$ cat src/rtl/lbr_ring.sv
`timescale 1ns/1ps
module lbr_ring #(
  parameter int DEPTH  = 16,
  parameter int ADDR_W = 61,
  parameter int WORD_W = 64
) (
  input  logic                     clk,
  input  logic                     rst_n,
  input  logic                     cfg_we,
  input  logic [9:0]               cfg_sel,
  input  logic                     cfg_en,
  input  logic                     cfg_frz,
  input  logic                     br_valid,
  input  logic [ADDR_W-1:0]        br_from,
  input  logic [WORD_W-1:0]        br_to,
  input  logic [2:0]               br_kind,
  input  logic                     br_kernel,
  input  logic                     br_mispred,
  input  logic                     br_intx,
  input  logic                     br_abort,
  input  logic                     pmi,
  input  logic                     pmi_ack,
  input  logic                     clear,
  input  logic [$clog2(DEPTH)-1:0] rd_idx,
  output logic [WORD_W-1:0]        rd_src_raw,
  output logic [WORD_W-1:0]        rd_src_addr,
  output logic [WORD_W-1:0]        rd_to,
  output logic [$clog2(DEPTH)-1:0] tos,
  output logic                     frozen
);
  localparam int IW = $clog2(DEPTH);
  localparam logic [IW:0] CNT_FULL = (IW+1)'(DEPTH);
  localparam logic [2:0] K_RCALL = 3'd1, K_ICALL = 3'd2, K_RET = 3'd3, K_OTHER = 3'd7;

  logic [WORD_W-1:0] src_q [DEPTH];
  logic [WORD_W-1:0] dst_q [DEPTH];
  logic [9:0]        sel_q;
  logic              en_q, frz_q, frozen_q;
  logic [IW-1:0]     tos_q;
  logic [IW:0]       cnt_q;

  logic kind_sup, priv_sup, live, push, pop;
  logic [IW-1:0] wr_ptr, rd_slot;

  always_comb kind_sup = (br_kind == K_OTHER) ? 1'b0 : sel_q[4'(br_kind) + 4'd2];
  assign priv_sup = br_kernel ? sel_q[0] : sel_q[1];
  assign live     = br_valid & en_q & ~frozen_q & ~clear & ~kind_sup & ~priv_sup;
  assign push     = live & (~sel_q[9] | br_kind == K_RCALL | br_kind == K_ICALL);
  assign pop      = live & sel_q[9] & (br_kind == K_RET) & (cnt_q != '0);
  assign wr_ptr   = tos_q + 1'b1;

  always_ff @(posedge clk) begin
    if (!rst_n) begin
      sel_q    <= '0;
      en_q     <= 1'b0;
      frz_q    <= 1'b0;
      frozen_q <= 1'b0;
      tos_q    <= '0;
      cnt_q    <= '0;
      for (int i = 0; i < DEPTH; i++) begin
        src_q[i] <= '0;
        dst_q[i] <= '0;
      end
    end else begin
      if (cfg_we) begin
        sel_q <= cfg_sel;
        en_q  <= cfg_en;
        frz_q <= cfg_frz;
      end
      if (pmi & frz_q & en_q) frozen_q <= 1'b1;
      else if (pmi_ack)       frozen_q <= 1'b0;
      if (clear) begin
        tos_q <= '0;
        cnt_q <= '0;
        for (int i = 0; i < DEPTH; i++) begin
          src_q[i] <= '0;
          dst_q[i] <= '0;
        end
      end else if (push) begin
        src_q[wr_ptr] <= {br_mispred, br_intx, br_abort, br_from};
        dst_q[wr_ptr] <= br_to;
        tos_q         <= wr_ptr;
        if (cnt_q != CNT_FULL) cnt_q <= cnt_q + 1'b1;
      end else if (pop) begin
        tos_q <= tos_q - 1'b1;
        cnt_q <= cnt_q - 1'b1;
      end
    end
  end

  assign rd_slot     = tos_q - rd_idx;
  assign rd_src_raw  = src_q[rd_slot];
  assign rd_src_addr = {{(WORD_W-ADDR_W){rd_src_raw[ADDR_W-1]}}, rd_src_raw[ADDR_W-1:0]};
  assign rd_to       = dst_q[rd_slot];
  assign tos         = tos_q;
  assign frozen      = frozen_q;

  p_plain_step_r2: assert property (@(posedge clk) disable iff (!rst_n)
    (br_valid && en_q && !frozen_q && !clear && sel_q == 10'd0) |=> tos_q == $past(tos_q) + 1'b1);
  p_idle_hold_r5: assert property (@(posedge clk) disable iff (!rst_n)
    (!en_q && !clear) |=> $stable(tos_q));
  p_frozen_hold_r6: assert property (@(posedge clk) disable iff (!rst_n)
    (frozen_q && !clear) |=> $stable(tos_q));
  p_freeze_set_r6: assert property (@(posedge clk) disable iff (!rst_n)
    (pmi && frz_q && en_q) |=> frozen_q);
  p_ack_release_r6: assert property (@(posedge clk) disable iff (!rst_n)
    (pmi_ack && !(pmi && frz_q && en_q)) |=> !frozen_q);
  p_cnt_bound_r8: assert property (@(posedge clk) disable iff (!rst_n)
    cnt_q <= CNT_FULL);
  p_empty_pop_r8: assert property (@(posedge clk) disable iff (!rst_n)
    (cnt_q == '0 && sel_q[9] && br_kind == K_RET && !clear) |=> $stable(tos_q));
  p_clear_r10: assert property (@(posedge clk) disable iff (!rst_n)
    clear |=> (tos_q == '0 && cnt_q == '0));
endmodule

$ cat config.mk
export PLATFORM = sky130hd
export DESIGN_NAME = lbr_ring
export DESIGN_NICKNAME = d
export VERILOG_FILES = /design/src/rtl/lbr_ring.sv
export SDC_FILE = /design/constraint.sdc
export NUM_CORES = 2
export LEC_CHECK = 0
export ABC_AREA = 1
export BUFFER_PORTS_ARGS = -buffer_cell sky130_fd_sc_hd__buf_4
export CAP_MARGIN = 25
export CORE_MARGIN = 1
export CORE_UTILIZATION = 50
export CTS_BUF_LIST = sky130_fd_sc_hd__clkbuf_4
export DETAILED_ROUTE_END_ITERATION = 10
export PLACE_DENSITY_LB_ADDON = 0.15
export SLEW_MARGIN = 20
export SYNTH_ARGS = -nofsm -noshare
export SYNTH_HDL_FRONTEND = slang
export SYNTH_SLANG_ARGS = --single-unit
export TNS_END_PERCENT = 20
$ cat constraint.sdc
create_clock -name clk -period 12.5 [get_ports clk]
set_input_delay 0 -clock clk [delete_from_list [all_inputs] [get_ports clk]]
set_output_delay 0 -clock clk [all_outputs]
set_load 0.1 [all_outputs]
* After elaboration in Yosys (flattened, before gate mapping) *
Memories as Yosys holds them, arrays and structs flattened.
Index checks and enable logic that the tools add are counted.

cells by class
  $add $sub $neg = 6
  order comparisons = 1
  eq/ne operators = 6
  multiplexer cells = 57
  bitwise gates (word level) = 51
  reduce and logical (&&, ||, !) cells = 7

operators by type and width
  kind                   count
  $mux W64               34
  $reduce_or A64 Y1      2
  $or A1 B1 Y1           34
  $mux W4                4
  $mux W1                15
  $mux W5                3
  $and A1 B1 Y1          11
  $eq A3 B2 Y1 const B   2
  $not A1 Y1             6
  $add A5 B1 Y5 const B  1
  $lt A4 B5 Y1 const B   1
  $ne A5 B5 Y1 const B   1
  $reduce_bool A5 Y1     1
  $sub A5 B1 Y5 const B  1
  $add A3 B2 Y4 const B  1
  $add A4 B1 Y4 const B  1
  $bmux W1 S4            1
  $reduce_bool A2 Y1     2
  $sub A4 B1 Y4 const B  1
  $sub A4 B4 Y4          1
  $eq A3 B1 Y1 const B   1
  $eq A3 B3 Y1 const B   1
  $ne A2 B1 Y1 const B   1
  $reduce_and A2 Y1      1
  $reduce_or A2 Y1       1

word-level totals
  flip-flop bits (word level) = 22
  memory bits (writable) = 2048
  input bits = 155
  output and inout bits = 197
  word-level logic and storage cells = 136
  memories = 2

memory list
  memory  depth  width  rd ports  clocked after memory_dff  wr ports  RTL line  text
  dst_q   16     64     1         0                         16        36        logic [WORD_W-1:0] dst_q [DEPTH];
  src_q   16     64     1         0                         16        35        logic [WORD_W-1:0] src_q [DEPTH];

* Depth between registers and ports, before layout *
  word-level depth = 14
  mapped depth = 18
  mapped depth without buffers = 17

* Least setup slack after synthesis *
No wires, ideal clock.

  kind = register to register
  from = register tos_q[0], in the netlist tos[0]
  to = memory dst_q[12][0], enable pin
  library setup time = 792 ps
  data arrival time = 10918 ps
  required time = 11708 ps
  slack = 790 ps
  stages on the path, launching flop included = 7
  buffers on the path = 1
  clock period less this slack = 11710 ps
  path through = dfxtp_1 -> ha_1 -> xnor2_1 -> nor3_1 -> nand2_1 -> buf_2 -> o21ai_0

RTL lines
  element                 RTL line  text
  start, declared         39        logic [IW-1:0] tos_q;
  start signal, assigned  82        tos_q <= wr_ptr;
  start signal, assigned  85        tos_q <= tos_q - 1'b1;
  end, declared           36

* Final worst setup path *
  from = register tos_q[0], in the netlist tos[0]
  to = output rd_src_addr[61]

on the way
  word-level cells in the longest chain between the ends = 2

RTL lines
  element          RTL line  text
  $sub A4 B4 Y4    91        assign rd_slot = tos_q - rd_idx;
  $mem_v2 Z16 W64  --
  end, declared    26        output logic [WORD_W-1:0] rd_src_addr,

Every way passes these cells.

==> metrics <==
status=finished clean; Initial DRC Count=7,589; vias in the first global route=70,100; Clock Skew=91.4 ps; setup bufs post-CTS=0; CTS Buf Count=573; HPWL Detailed=145 mm; largest area contributor in the netlist=edfxtp_1; Cells after Synth=8,334; vias=70,700; Mapped Avg Cell Area=11.1 um2; Sw Ratio=30.9%; Synthesis Warnings=0; CP bufs+invs=5; Crit Path Max Fanout=172; critical path class=flip-flop to output port; hold slack=145 ps; Synth Register Bits=2,070; CP max stage cell=fa_4; RSZ-0062 raised after global routing=no; Post-CTS Resized=0; clk sink count=2,070; clock root cell=clkbuf_4; period utilisation layout=59.4%; register share of total power=46.6%; fin crit period=7420 ps; leading cell type in the layout, fill and taps excluded=nor2_1; Die Span X=431 um; most frequent CP cell=o21ai_0; die area=186,000 um2; drt total wl=298 mm; area of the mapped netlist=92,200 um2; Pint=11,800 uW; Top delay family on crit path=buffers and inverters; Power per Cell Area=162 nW/um2; sequential area share after synthesis=67.2%; first-pass GRT wire length=441 mm; Row Count=157; fin. max-slew vios=0; Max transition margin=20.0%; slew of the pin with the lowest slew margin=1200 ps; reg2reg path depth=12; grt total ovfl=0; syn_nets=8,504; Max Clk Rate=135 MHz; H-tree depth=6; Max clock buf depth=4; Initial Util=50.4%; leak pwr=0.0404 uW; via/cell ratio=6.07; Critical Path RT=12,500 ps; power share of the clock group=35.8%; CP startpoint=tos[0]; RR Startpoint=en_q; IO buf count=351; Tot GR Track Use=31.5%; Max-cap violations=0; Logic pwr share=17.6%; worst hold path startpoint=br_kind[1]; Ports=352; Distinct cells, synth=40; min-delay worst type=primary input to flip-flop; DRC viols=0; die height=431 um; Filler Cell Count=15,600; setup TNS=0 ps; CP endpoint kind=output port; count of final hold-check violations=0; post-DR wirelength/cell=25.5 um; P_sw=5280 uW; final net count=8,986; top-area cell type share of the netlist area=66.7%; antenna viol nets, final=0; TritonCTS clock tree=done; hold path depth=9; maximum VDD drop=110 uV; Startpoint Class=flip-flop; GPL Wtd Cong=0.796; Synth area leaders=edfxtp_1 67%, nor2_1 9.6%, o21ai_0 5.9%, nor3_1 2.8%, o221ai_1 2.7%; most frequent cells in the layout=2,350 x nor2_1, 2,048 x edfxtp_1, 1,090 x o21ai_0, 870 x clkbuf_4, 513 x nor3_1; initial antenna violation count=4; CP Depth=11; worst skew pair latency=1400 ps; sequence of cells on the critical path=inv_1 -> ha_4 -> fa_4 -> buf_12 -> buf_4 -> buf_12 -> o21ai_0 -> o221ai_1 -> o21ai_0 -> o21ai_0 -> buf_4; Final Setup Violations=0; CP max stage delay=950 ps; layout cell share with drive strength beyond 1=16.8%; P&R area growth vs syn=13.9%; Placeable Area=183,000 um2; largest net degree at the start of global routing=231; Arr. time, crit path=7420 ps; DRT Pass-1 Iters=8; CTS clock-pin slew for the worst setup and hold paths=60 ps
-- flip-flops by register name (all words and copies together), names as in the netlist --
register	flops
frozen	1
sel_q	10
tos	4
dst_q	1024
src_q	1024
cnt_q	5
frz_q	1
en_q	1
-- Yosys cell counts, drive strengths merged --
library cell and n:
a221oi 21, clkinv 3, a21boi 1, o22ai 170, ha 13, o221ai 282
inv 177, o2111ai 1, dfxtp 22, a221o 39, nor3 513, nor2 2483
a21oi 170, clkbuf 576, fa 2, buf 324, edfxtp 2048, a21o 8
o21ai 1096, o211ai 35, xnor2 3, nand4 2, nand2 223, nor4 2
a31oi 40, nand3 73, xor2 7
-- path summary, 6_finish.rpt --
check	end	slack, ps
worst max-delay path	rd_src_addr[61]	5080
worst min-delay path	cnt_q[4]	150
worst max register to register	src_q[10][45]	5870
worst min register to register	cnt_q[2]	520
-- area by class of cell --
class	count	area, um2	area share, %
clock buffer	870	6530	6.22
multi-input combinational	5184	25200	24.0
antenna	16	40.0	0.0381
clock inverter	72	464	0.442
sequential	2070	61900	59.0
tap	2464	3080	2.93
inverter	180	742	0.706
timing repair buffer	807	7080	6.74
-- cells by family (layout without fill, tap and decap cells) --
logic type,count (synthesis),count (layout),share of synthesized area [%]
AND/OR/NAND/NOR,3296,3296,14.7
buffers and inverters,1080,1929,5.87
adder cells (fa/ha/maj),15,15,0.220
flip-flops,2070,2070,67.2
other,0,16,0
AO/OA/AOI/OAI,1863,1863,12.0
XOR/XNOR,10,10,0.103
-- power by group through the flow --
stage          clock [uW]  sequential, uW  combinational, uW
6_report             6110            7950               3000
5_1_grt              6550            7970               3120
3_3_place_gp            0            8090               2880
2_1_floorplan           0            8130               2090
3_5_place_dp            0            8100               2900
4_1_cts              6180            7950               2980
-- per-stage QoR --
| stage | cells | cell area (um2) | total power [uW] | util (%) | worst slack [ps] |
|---|---|---|---|---|---|
| 2_1_floorplan | 8334 | 92200 | 10200 | - | 790 |
| 3_3_place_gp | 10400 | 94500 | 11000 | 51.6 | 6610 |
| 3_5_place_dp | 10400 | 94600 | 11000 | 51.7 | 6590 |
| 4_1_cts | 11600 | 105000 | 17100 | 57.4 | 5070 |
| 5_1_grt | 11700 | 105000 | 17600 | 57.4 | 4770 |
| 6_report | 11700 | 105000 | 17100 | 57.4 | 5080 |
-- routing by layer --
metal	GRT usage (%)	vias up	wire, um
li1	-	31000	-
met1	39.9	35300	114000
met2	52.5	3774	146000
met3	5.23	673	24200
met4	15.3	0	13100
met5	0	-	0
-- worst reg2reg max path, stage by stage, from the launching register on --
cell and delay [ps]:
dfxtp_1 370, nand2_1 110, nor4_2 230, dlygate4sd3_1 710, nand3_4 90, dlygate4sd3_1 760, inv_2 180, nand3_2 140
nor2_4 430, nand2_8 540, nand2_4 830, buf_4 920, buf_4 850
-- what timing repair did --
item	CTS	global route
hold buffers	342	0
hold endpoints to repair	2230	0
setup endpoints to repair	0	0
Note: power is estimated with default switching activity, not from simulation.
